`config.mk`:
```
export PLATFORM = sky130hd
export DESIGN_NAME = rail_fault_supervisor
export DESIGN_NICKNAME = d
export VERILOG_FILES = /design/src/rtl/rsup_pkg.sv /design/src/rtl/rsup_hyst.sv /design/src/rtl/rsup_uv_timer.sv /design/src/rtl/rsup_latch.sv /design/src/rtl/rail_fault_supervisor.sv
export SDC_FILE = /design/constraint.sdc
export NUM_CORES = 1
export LEC_CHECK = 0
export BUFFER_PORTS_ARGS = -buffer_cell sky130_fd_sc_hd__buf_2
export CAP_MARGIN = 20
export CORE_ASPECT_RATIO = 1.25
export CORE_MARGIN = 1
export CORE_UTILIZATION = 55
export CTS_BUF_LIST = sky130_fd_sc_hd__clkbuf_4
export CTS_CLUSTER_SIZE = 8
export DETAILED_ROUTE_END_ITERATION = 12
export GPL_TIMING_DRIVEN = 0
export PLACE_DENSITY = 0.93
export REMOVE_ABC_BUFFERS = 1
export SLEW_MARGIN = 20
export SYNTH_ARGS = -nofsm -noshare
export SYNTH_HDL_FRONTEND = slang
export SYNTH_HIERARCHICAL = 1
export SYNTH_SLANG_ARGS = --single-unit
```
`constraint.sdc`:
```
create_clock -name clk -period 4.1 [get_ports clk]
set_input_delay 0.41 -clock clk [delete_from_list [all_inputs] [get_ports clk]]
set_output_delay 0.41 -clock clk [all_outputs]
set_load 0.02 [all_outputs]
```
`src/rtl/rsup_pkg.sv`:
```
package rsup_pkg;
   localparam int unsigned RSUP_MAX_RAILS = 32;
   localparam int unsigned RSUP_MIN_LIMIT = 2;

   typedef enum logic {
      HY_CLEAR   = 1'b0,
      HY_TRIPPED = 1'b1
   } hyst_state_t;

   function automatic int unsigned cnt_width(input int unsigned limit);
      return (limit < 2) ? 1 : $clog2(limit + 1);
   endfunction
endpackage

```
`src/rtl/rsup_hyst.sv`:
```
module rsup_hyst
   import rsup_pkg::*;
(
   input  logic clk,
   input  logic rst_n,
   input  logic set_i,
   input  logic clr_i,
   output logic state_o
);
   hyst_state_t state_q, state_d;

   always_comb begin
      state_d = state_q;
      if (set_i)
         state_d = HY_TRIPPED;
      else if (clr_i)
         state_d = HY_CLEAR;
   end

   always_ff @(posedge clk or negedge rst_n) begin
      if (!rst_n)
         state_q <= HY_CLEAR;
      else
         state_q <= state_d;
   end

   assign state_o = (state_q == HY_TRIPPED);
endmodule

```
`src/rtl/rsup_uv_timer.sv`:
```
module rsup_uv_timer
   import rsup_pkg::*;
#(
   parameter int unsigned LIMIT   = 10,
   parameter bit          IS_BUCK = 1'b1
) (
   input  logic clk,
   input  logic rst_n,
   input  logic tick_i,
   input  logic arm_i,
   input  logic freeze_i,
   output logic expire_o,
   output logic div4_o
);
   localparam int unsigned CW = cnt_width(LIMIT);
   localparam logic [CW-1:0] LAST = CW'(LIMIT - 1);

   logic [CW-1:0] cnt_q;
   logic          running;

   assign running  = arm_i && !freeze_i;
   assign expire_o = running && tick_i && (cnt_q == LAST);

   always_ff @(posedge clk or negedge rst_n) begin
      if (!rst_n)
         cnt_q <= '0;
      else if (!running)
         cnt_q <= '0;
      else if (tick_i && (cnt_q != LAST))
         cnt_q <= cnt_q + 1'b1;
   end

   generate
      if (IS_BUCK) begin : g_buck
         assign div4_o = running;
      end else begin : g_nobuck
         assign div4_o = 1'b0;
      end
   endgenerate
endmodule

```
`src/rtl/rsup_latch.sv`:
```
module rsup_latch #(
   parameter int unsigned NUM_RAILS = 6
) (
   input  logic                 clk,
   input  logic                 rst_n,
   input  logic [NUM_RAILS-1:0] expire_i,
   output logic                 latched_o,
   output logic [NUM_RAILS-1:0] cause_o
);
   logic                 lat_q;
   logic [NUM_RAILS-1:0] cause_q;

   always_ff @(posedge clk or negedge rst_n) begin
      if (!rst_n) begin
         lat_q   <= 1'b0;
         cause_q <= '0;
      end else if (!lat_q && (|expire_i)) begin
         lat_q   <= 1'b1;
         cause_q <= expire_i;
      end
   end

   assign latched_o = lat_q;
   assign cause_o   = cause_q;
endmodule

```
`src/rtl/rail_fault_supervisor.sv`:
```
module rail_fault_supervisor
   import rsup_pkg::*;
#(
   parameter int unsigned          NUM_RAILS   = 6,
   parameter int unsigned          UV_LIMIT_MS = 10,
   parameter logic [NUM_RAILS-1:0] BUCK_MASK   = 6'b000111
) (
   input  logic                 clk,
   input  logic                 rst_n,
   input  logic                 ms_tick,
   input  logic [NUM_RAILS-1:0] ov_det,
   input  logic [NUM_RAILS-1:0] ov_rel,
   input  logic [NUM_RAILS-1:0] uv_flag,
   input  logic [NUM_RAILS-1:0] oc_flag,
   input  logic [NUM_RAILS-1:0] rail_active,
   input  logic                 therm_hot,
   input  logic                 therm_cool,
   input  logic                 vin_uvlo,
   output logic [NUM_RAILS-1:0] sw_stop,
   output logic [NUM_RAILS-1:0] freq_div4,
   output logic [NUM_RAILS-1:0] oc_limit,
   output logic                 all_off,
   output logic                 uv_latched,
   output logic [NUM_RAILS-1:0] uv_cause
);
   generate
      if (NUM_RAILS < 1 || NUM_RAILS > RSUP_MAX_RAILS) begin : g_bad_rails
         $error("rail_fault_supervisor: NUM_RAILS out of range");
      end
      if (UV_LIMIT_MS < RSUP_MIN_LIMIT) begin : g_bad_limit
         $error("rail_fault_supervisor: UV_LIMIT_MS too small");
      end
   endgenerate

   logic [NUM_RAILS-1:0] ov_state;
   logic [NUM_RAILS-1:0] expire;
   logic [NUM_RAILS-1:0] arm;
   logic                 therm_state;
   logic                 latched;

   rsup_hyst u_therm (
      .clk     (clk),
      .rst_n   (rst_n),
      .set_i   (therm_hot),
      .clr_i   (therm_cool),
      .state_o (therm_state)
   );

   genvar gi;
   generate
      for (gi = 0; gi < NUM_RAILS; gi++) begin : g_rail
         assign arm[gi] = uv_flag[gi] && rail_active[gi] && !vin_uvlo;

         rsup_hyst u_ov (
            .clk     (clk),
            .rst_n   (rst_n),
            .set_i   (ov_det[gi]),
            .clr_i   (ov_rel[gi]),
            .state_o (ov_state[gi])
         );

         rsup_uv_timer #(
            .LIMIT   (UV_LIMIT_MS),
            .IS_BUCK (BUCK_MASK[gi])
         ) u_uvt (
            .clk      (clk),
            .rst_n    (rst_n),
            .tick_i   (ms_tick),
            .arm_i    (arm[gi]),
            .freeze_i (latched),
            .expire_o (expire[gi]),
            .div4_o   (freq_div4[gi])
         );
      end
   endgenerate

   rsup_latch #(.NUM_RAILS(NUM_RAILS)) u_latch (
      .clk       (clk),
      .rst_n     (rst_n),
      .expire_i  (expire),
      .latched_o (latched),
      .cause_o   (uv_cause)
   );

   assign all_off    = latched || therm_state || vin_uvlo;
   assign sw_stop    = ov_state | {NUM_RAILS{all_off}};
   assign oc_limit   = oc_flag;
   assign uv_latched = latched;
endmodule

```
==> results of run 1 <==
-- cells by family (layout without fill, tap and decap cells) --
| family | Yosys count | count (layout) | share of synthesized area |
|---|---|---|---|
| AND/OR/NAND/NOR | 74 | 74 | 0.226 |
| multiplexers | 6 | 6 | 0.0268 |
| other | 3 | 3 | 0.00503 |
| XOR/XNOR | 6 | 6 | 0.0235 |
| buffers and inverters | 41 | 83 | 0.0877 |
| AO/OA/AOI/OAI | 43 | 43 | 0.139 |
| flip-flops | 38 | 38 | 0.425 |
| adder cells (fa/ha/maj) | 12 | 12 | 0.0670 |
-- how the worst max path moves through the flow --
| stage | from | endpoint | slack, ps |
|---|---|---|---|
| 2_1_floorplan | u_latch/latched_o | u_latch/latched_o | 1590 |
| 3_3_place_gp | u_latch/latched_o | u_latch/latched_o | 1510 |
| 3_5_place_dp | u_latch/latched_o | u_latch/latched_o | 1480 |
| 4_1_cts | u_latch/latched_o | u_latch/latched_o | 1460 |
| 5_1_grt | u_latch/latched_o | u_latch/latched_o | 1320 |
| 6_report | u_latch/latched_o | u_latch/latched_o | 1430 |
-- state kept, by name, indices dropped and copies added (netlist names) --
| register | flops |
|---|---|
| g_rail.u_ov/state_o | 6 |
| u_latch/cause_o | 6 |
| u_latch/latched_o | 1 |
| g_rail.u_uvt/cnt_q | 24 |
| u_therm/state_o | 1 |
-- placed cells by master, fill, tap and decap left out, types with 7 or more instances in the layout --
cell type,Yosys,routed
a21oi_1,9,9
o41ai_1,7,7
nand2_1,9,9
buf_2,0,46
a21o_1,7,7
inv_1,29,29
or4_1,8,8
or3_1,7,7
nand2b_1,8,8
ha_1,12,12
dfrtp_1,38,38
-- per-stage QoR --
step / setup WS [ps] / instances / util / hold WS, ps
after floorplan: 1590 / 211 / - / 114
after global placement: 1510 / 311 / 0.637 / 459
after detailed placement: 1480 / 311 / 0.637 / 465
after CTS: 1460 / 319 / 0.657 / 164
after global routing: 1320 / 319 / 0.657 / 179
final: 1430 / 319 / 0.657 / 142
-- critical path, cell delays in order (launching register included) --
cell      delay, ps
dfrtp_1         800
nand2b_1        330
inv_1           110
and3_2          220
or4_1           660
or4_1           430
-- layer usage --
layer | vias up | GRT usage
met2 | 60 | 0.410
met1 | 848 | 0.240
met5 | - | 0
met4 | 0 | 0.0873
li1 | 853 | -
met3 | 6 | 0.0757
-- area by class of cell --
| class | instances | area [um2] | share of cell area |
|---|---|---|---|
| repair buffers | 46 | 230 | 0.0911 |
| flip-flops and latches | 38 | 951 | 0.376 |
| well taps | 54 | 67.6 | 0.0267 |
| multi-input cells | 144 | 1090 | 0.432 |
| clock buffers | 5 | 37.5 | 0.0149 |
| inverters | 29 | 109 | 0.0431 |
| clock inverters | 3 | 40.0 | 0.0158 |
-- power by group through the flow --
stage                     Clock (mW)  Combinational (mW)  Sequential [mW]
after floorplan                    0              0.0362            0.397
after global placement             0              0.0688            0.399
after detailed placement           0              0.0712            0.399
after CTS                      0.265              0.0720            0.392
after global routing           0.284              0.0797            0.394
final                          0.255              0.0709            0.392
==> flow_summary.json, run 1 <==
{
  "status": "complete, no violations",
  "drt-total-wl_mm": 4.35,
  "core_area_um2": 3850,
  "clk_pin_slew_ps": 120,
  "static-leakage-power_nw": 1.34,
  "worstMarginPinSlew_ps": 843,
  "r2r-end": "u_latch/latched_o",
  "cts.sinks": 38,
  "critical_path_class": "reg -> reg",
  "fin_nets": 312,
  "io_buffers": 46,
  "antenna_left": 0,
  "met3RoutedLength_um": 240,
  "dp_hpwl_mm": 3.07,
  "drv_slew": 0,
  "finalSetupViolCount": 0,
  "ys_ff_latch": 38,
  "cts_max_path_buffers": 2,
  "synth_top_cell_by_area": "dfrtp_1",
  "tns_ps": 0,
  "p_sw_mw": 0.180,
  "synth.avg_cell_area_um2": 10.0,
  "fmax_mhz": 375,
  "num-fill-cells": 326,
  "start_kind": "flip-flop",
  "ys.flop_type": "dfrtp_1",
  "pin_count": 62,
  "num_vias": 1767,
  "r2r_slack_ps": 1430,
  "synth.most_common_cell": "dfrtp_1",
  "skew_ps": 13.0,
  "hold_viol": 0,
  "drt_iter0_markers": 82,
  "grt_pass1_wl_mm": 7.38,
  "p_int_mw": 0.539,
  "cp.required_ps": 4350,
  "slew_headroom": 0.438,
  "syn_area_um2": 2240,
  "stdcell_area_um2": 2530,
  "route.detailed.drc": 0,
  "numCtsBuffers": 5,
  "routedWlPerCell_um": 13.6,
  "n_antenna_cell": 0,
  "synth_cell_type_count": 31,
  "clkLatencyLatePin_ps": 360,
  "pwr-share-comb": 0.099,
  "synth_edf_count": 0,
  "sw_frac_of_total": 0.250,
  "synth_seq_area_share": 0.425,
  "min_period_ps": 2670,
  "syn_to_final_growth_pct": 12.8,
  "drtPass1Iterations": 4,
  "viasPerCell": 5.54,
  "r2r_cells": 5,
  "cts_root_buffer": "clkbuf_4",
  "powerDensity_nw_per_um2": 284,
  "highest_layer": "met4",
  "cp.arrival_ps": 2920,
  "rsz0062_at_grt": "false",
  "num_rows": 25,
  "overflow": 0,
  "power_mw": 0.718,
  "die_height_um": 73.3,
  "antenna_found_initial": 0,
  "grt_pass1_vias": 1783,
  "post_cts_resized": 0,
  "worst_ir_drop_vdd_v": 0.000168,
  "cts_tree": "yes",
  "ys_top_cells_by_area": "dfrtp_1, ha_1, inv_1",
  "dieWidth_um": 59.1,
  "finalCritPeriodShare": 0.651,
  "synth_cells": 223,
  "grt_usage": 0.227,
  "endpoint_kind": "flip-flop",
  "drv_cap": 0,
  "cts_max_level": 2,
  "postPlaceCellArea_um2": 2450,
  "cp_max_fo": 21,
  "place_congestion": 0.796,
  "netlist_top_cells_count": "dfrtp_1, inv_1, ha_1",
  "post_cts_buffers": 0,
  "wl_met2_mm": 2.26,
  "drive_above_1_share": 0.294,
  "reg2reg_from": "u_latch/latched_o",
  "m1WireLength_mm": 1.79,
  "start_util": 0.582,
  "synth_top_cell_area_share": 0.425,
  "p_seq_frac": 0.546,
  "cts_hold_buffers": 0,
  "yosys_warnings": 6,
  "async_flop_share": 1.00,
  "p_clk_frac": 0.355,
  "grt_max_degree": 39,
  "hold_class": "in -> async",
  "dieArea_um2": 4330
}
(Power assumes the default switching activity.)
==> run 2, diff against run 1 <==
--- a/config.mk
+++ b/config.mk
@@ -5,16 +5,17 @@
 export SDC_FILE = /design/constraint.sdc
 export NUM_CORES = 1
 export LEC_CHECK = 0
+export ABC_AREA = 1
 export BUFFER_PORTS_ARGS = -buffer_cell sky130_fd_sc_hd__buf_2
 export CAP_MARGIN = 20
 export CORE_ASPECT_RATIO = 1.25
 export CORE_MARGIN = 1
-export CORE_UTILIZATION = 55
+export CORE_UTILIZATION = 49
 export CTS_BUF_LIST = sky130_fd_sc_hd__clkbuf_4
 export CTS_CLUSTER_SIZE = 8
 export DETAILED_ROUTE_END_ITERATION = 12
 export GPL_TIMING_DRIVEN = 0
-export PLACE_DENSITY = 0.93
+export PLACE_DENSITY = 0.88
 export REMOVE_ABC_BUFFERS = 1
 export SLEW_MARGIN = 20
 export SYNTH_ARGS = -nofsm -noshare
==> constraint.sdc (replaced) <==
create_clock -name clk -period 2.3 [get_ports clk]
set_input_delay 0.23 -clock clk [delete_from_list [all_inputs] [get_ports clk]]
set_output_delay 0.23 -clock clk [all_outputs]
set_load 0.02 [all_outputs]
==> run 2 against run 1 <==
The flow now finishes with violations (hold timing). Synthesized cell count grew 34%. Clock skew fell by 3.2 ps. Clock power rose by 26%. Sequential share of layout area decreased by 1.0 points. Cell count increased by 25%. Area after synthesis rose by 3.5%. Setup slack worse by 970 ps. First-iteration DRC count shrank 2.4%. Design area grew 3.0%. Sequential power up 74%. Highest routed layer unchanged.
==> flow_summary.json, run 2 <==
{
  "status": "finished, violations left",
  "violations": "hold timing",
  "reg2reg_from": "u_latch/latched_o",
  "power_mw": 1.09,
  "ys.flop_type": "dfrtp_1",
  "drtPass1Iterations": 4,
  "synth_top_cell_area_share": 0.410,
  "drt-total-wl_mm": 4.30,
  "highest_layer": "met4",
  "static-leakage-power_nw": 1.61,
  "critical_path_class": "reg -> out",
  "wl_met2_mm": 2.12,
  "synth_edf_count": 0,
  "antenna_found_initial": 0,
  "overflow": 0,
  "largest_reg_flops": 24,
  "clkLatencyLatePin_ps": 340,
  "cts_max_path_buffers": 2,
  "drive_above_1_share": 0.199,
  "worstMarginPinSlew_ps": 840,
  "routedWlPerCell_um": 10.8,
  "cts_hold_buffers": 0,
  "num_rows": 27,
  "layout_commonest_cell": "nand2_1",
  "grt_max_degree": 43,
  "fin_nets": 390,
  "start_kind": "flip-flop",
  "startpoint": "u_latch/latched_o",
  "drv_slew": 0,
  "core_area_um2": 4460,
  "mostFrequentLayoutCells": "nand2_1, inv_1, buf_2, dfrtp_1, nor2_1",
  "m1WireLength_mm": 1.89,
  "netlist_top_cells_count": "nand2_1, inv_1, dfrtp_1",
  "grt_pass1_wl_mm": 7.73,
  "synth_cells": 298,
  "route.detailed.drc": 0,
  "syn_to_final_growth_pct": 12.3,
  "place_congestion": 0.749,
  "cts.sinks": 38,
  "hold_slack_ps": -12.1,
  "slew_headroom": 0.440,
  "cts_max_level": 2,
  "tns_ps": 0,
  "start_util": 0.520,
  "cp.arrival_ps": 1610,
  "die_height_um": 78.9,
  "min_period_ps": 1840,
  "io_buffers": 46,
  "worst_ir_drop_vdd_v": 0.000369,
  "async_flop_share": 1.00,
  "antenna_left": 0,
  "powerDensity_nw_per_um2": 417,
  "hold_viol": 29,
  "dieWidth_um": 63.5,
  "finalCritPeriodShare": 0.800,
  "viasPerCell": 4.98,
  "met3RoutedLength_um": 257,
  "ys_top_cells_by_area": "dfrtp_1, nand2_1, inv_1",
  "clk_pin_slew_ps": 110,
  "hold_class": "in -> async",
  "post_cts_resized": 0,
  "synth_cell_type_count": 18,
  "drv_cap": 0,
  "cp_max_fo": 9,
  "drt_iter0_markers": 80,
  "synth_top_cell_by_area": "dfrtp_1",
  "endpoint_kind": "primary output",
  "grt_pass1_vias": 1927,
  "synth_seq_area_share": 0.410,
  "cp.required_ps": 2070,
  "num_vias": 1991,
  "fmax_mhz": 543,
  "dieArea_um2": 5010,
  "numCtsBuffers": 5,
  "regMostFlops": "g_rail.u_uvt/cnt_q",
  "skew_ps": 9.85,
  "finalSetupViolCount": 0,
  "cts_root_buffer": "clkbuf_4",
  "post_cts_buffers": 0,
  "synth.most_common_cell": "nand2_1",
  "n_antenna_cell": 0,
  "yosys_warnings": 6,
  "cts_tree": "yes",
  "dp_hpwl_mm": 3.15,
  "rsz0062_at_grt": "false",
  "grt_usage": 0.195,
  "pin_count": 62,
  "syn_area_um2": 2320,
  "synth.avg_cell_area_um2": 7.78,
  "ys_ff_latch": 38
}
-- run 2: where the power goes --
group | leakage, nW | internal, mW | switching, mW | total (mW)
clock | 0.0308 | 0.110 | 0.211 | 0.322
sequential | 0.503 | 0.676 | 0.00528 | 0.681
combinational | 1.07 | 0.0282 | 0.0550 | 0.0832
-- run 2: area by class of cell --
class	count	area, um2
Fill cell	407	1860
Tap cell	58	72.6
Inverter	52	198
Multi-Input combinational cell	199	1100
Sequential cell	38	952
Timing Repair Buffer	46	230
Clock inverter	2	10.0
Clock buffer	5	37.5
-- run 2: critical path, cell delays in order (launching register included) --
cell     delay, ps
dfrtp_2        720
inv_1          240
nand3_1        140
buf_2          170
-- run 2: metal layers --
metal / vias to the layer above / track usage
met2: 64 / 0.343
met3: 2 / 0.0603
met5: - / 0
met4: 0 / 0.0864
met1: 908 / 0.214
li1: 1017 / -
-- run 2: through the flow --
stage / util / std cells / instance area [um2] / setup WS, ps
2_1_floorplan: - / 289 / 2250 / 561
3_3_place_gp: 0.573 / 393 / 2550 / 472
3_5_place_dp: 0.573 / 393 / 2550 / 414
4_1_cts: 0.583 / 400 / 2600 / 35.3
5_1_grt: 0.584 / 400 / 2600 / 345
6_report: 0.584 / 400 / 2600 / 459
-- run 2: final timing paths --
| kind | slack, ps | depth (start not counted) | to |
|---|---|---|---|
| setup / recovery | 460 | 3 | sw_stop[5] |
| hold / removal | -10 | 1 | u_latch/cause_o[0] |
| setup reg to reg | 680 | 8 | u_latch/cause_o[5] |
| hold reg to reg | 480 | 2 | u_latch/cause_o[0] |
| max in group asynchronous | 1750 | 1 | u_latch/latched_o |
| min in group clk | 70 | 3 | g_rail[4].u_ov/state_o |
-- run 2: kinds of logic after synthesis --
group,count (synthesis),synth area share
flip-flops,38,0.410
adder cells (fa/ha/maj),12,0.0648
other,3,0.00486
AO/OA/AOI/OAI,6,0.0162
AND/OR/NAND/NOR,178,0.390
buffers and inverters,61,0.114
==> run 3, diff against run 2 <==
--- a/config.mk
+++ b/config.mk
@@ -10,12 +10,12 @@
 export CAP_MARGIN = 20
 export CORE_ASPECT_RATIO = 1.25
 export CORE_MARGIN = 1
-export CORE_UTILIZATION = 49
+export CORE_UTILIZATION = 55
 export CTS_BUF_LIST = sky130_fd_sc_hd__clkbuf_4
 export CTS_CLUSTER_SIZE = 8
 export DETAILED_ROUTE_END_ITERATION = 12
 export GPL_TIMING_DRIVEN = 0
-export PLACE_DENSITY = 0.88
+export PLACE_DENSITY = 0.93
 export REMOVE_ABC_BUFFERS = 1
 export SLEW_MARGIN = 20
 export SYNTH_ARGS = -nofsm -noshare
==> constraint.sdc (replaced) <==
create_clock -name clk -period 1.9 [get_ports clk]
set_input_delay 0.19 -clock clk [delete_from_list [all_inputs] [get_ports clk]]
set_output_delay 0.19 -clock clk [all_outputs]
set_load 0.02 [all_outputs]
==> run 3 against run 2 <==
The flow now finishes without violations. Total power grew 37%. Combinational power increased by 25%. Cell count rose by 0.25%. Non-clock buffer count up 2. First-iteration DRC count fell by 1.3%. Clock skew increased by 1.7 ps. Design area up 1.9%. Largest power group unchanged. Highest routed layer unchanged.
==> flow_summary.json, run 3 (synthesized netlist as in run 2, its figures left out) <==
{
  "regMostFlops": "g_rail.u_uvt/cnt_q",
  "syn_to_final_growth_pct": 14.4,
  "hold_viol": 0,
  "grt_pass1_vias": 1977,
  "drt-total-wl_mm": 4.44,
  "clk_pin_slew_ps": 120,
  "drtPass1Iterations": 4,
  "start_kind": "flip-flop",
  "io_buffers": 46,
  "viasPerCell": 5.01,
  "dp_hpwl_mm": 3.19,
  "critical_path_class": "reg -> out",
  "fin_nets": 392,
  "cp.required_ps": 1710,
  "cts_root_buffer": "clkbuf_4",
  "mostFrequentLayoutCells": "nand2_1, inv_1, buf_2, dfrtp_1, nor2_1",
  "drv_cap": 0,
  "stdcell_area_um2": 2650,
  "worstPathCellList": "inv_1, nand3_1, buf_2",
  "cts.sinks": 38,
  "rsz0062_at_grt": "false",
  "numCtsBuffers": 5,
  "postPlaceCellArea_um2": 2550,
  "endpoint_kind": "primary output",
  "cts_max_level": 2,
  "grt_max_degree": 43,
  "clkLatencyLatePin_ps": 360,
  "final_core_util": 0.652,
  "drv_slew": 0,
  "dieArea_um2": 4480,
  "status": "complete, no violations",
  "min_period_ps": 1680,
  "drt_iter0_markers": 79,
  "grt_pass1_wl_mm": 7.95,
  "static-leakage-power_nw": 1.63,
  "pin_count": 62,
  "num-fill-cells": 359,
  "hold_class": "in -> reg",
  "num_vias": 2011,
  "cpPeakStageDelay_ps": 640,
  "hold_slack_ps": 10.7,
  "antenna_left": 0,
  "cp_max_fo": 9,
  "core_area_um2": 4070,
  "worst_ir_drop_vdd_v": 0.000470,
  "skew_ps": 11.5,
  "cp.arrival_ps": 1490,
  "cts_tree": "yes",
  "largest_reg_flops": 24,
  "grt_usage": 0.240,
  "drive_above_1_share": 0.200,
  "antenna_found_initial": 0,
  "n_antenna_cell": 0,
  "fmax_mhz": 595,
  "die_height_um": 74.6,
  "layout_commonest_cell": "nand2_1",
  "slew_headroom": 0.427,
  "regArea_um2": 955,
  "dieWidth_um": 60.1,
  "cp_slowest_cell": "dfrtp_4",
  "finalCritPeriodShare": 0.885,
  "finalSetupViolCount": 0,
  "place_congestion": 0.792,
  "powerDensity_nw_per_um2": 560,
  "num_rows": 26,
  "overflow": 0,
  "worstMarginPinSlew_ps": 860,
  "multiInputGateArea_um2": 1100,
  "route.detailed.drc": 0,
  "routedWlPerCell_um": 11.1,
  "cts_max_path_buffers": 2,
  "start_util": 0.570,
  "tns_ps": 0
}
-- run 3: cell types whose count changed in the layout (fill, tap and decap cells not counted), sizes merged --
cell and delta:
bufinv +1, dlygate4sd3 +2
-- run 3: worst paths after layout --
kind / endpoint / slack [ps] / startpoint / depth (start not counted)
min in group asynchronous: g_rail[3].u_uvt/cnt_q[1] / 470 / rst_n / 2
setup reg to reg: u_latch/cause_o[5] / 270 / u_latch/latched_o / 8
max in group asynchronous: u_latch/latched_o / 810 / rst_n / 2
hold / removal: g_rail[2].u_ov/state_o / 10 / ov_det[2] / 3
setup / recovery: sw_stop[2] / 220 / u_latch/latched_o / 3
hold reg to reg: g_rail[5].u_ov/state_o / 480 / g_rail[5].u_ov/state_o / 2
-- run 3: final cells by class --
cell class	instances	share of cell area
multi-input combinational	199	0.416
clock buffer	5	0.0142
timing repair buffer	48	0.0943
inverter	52	0.0745
tap	56	0.0264
sequential	38	0.360
clock inverter	3	0.0151
-- run 3: routing by layer --
metal	vias up	share of wire	wire length, um	GRT usage
met1	916	0.42	1870	0.267
met4	0	0.020	89	0.111
met3	8	0.058	259	0.0730
met5	-	0	0	0
li1	1017	-	-	-
met2	70	0.50	2220	0.415
-- run 3: through the flow --
step	worst slack (ps)	power [mW]	instances
6_report	219	1.48	401
5_1_grt	144	1.55	401
2_1_floorplan	161	0.878	289
3_5_place_dp	41.4	0.943	391
3_3_place_gp	89.2	0.939	391
4_1_cts	58.9	1.50	401
-- run 3: repair_timing --
action / in CTS / in global routing
endpoints found under the hold margin: 39 / 0
buffers inserted: 0 / 0
pin swaps: 0 / 0
setup endpoints to repair: 8 / 1
hold buffers: 2 / 0
gates resized for setup: 1 / 1
-- run 3: critical path, delay by kind of cell, from the launching register on --
family,cells,cell delay [ps]
flops,1,640
buf+inv,2,390
simple gates,1,110
-- run 3: power by group --
group | leakage (nW) | total (mW) | switching, mW | internal, mW
clock network | 0.0450 | 0.556 | 0.284 | 0.273
logic | 1.08 | 0.104 | 0.0670 | 0.0367
registers | 0.504 | 0.825 | 0.00616 | 0.818
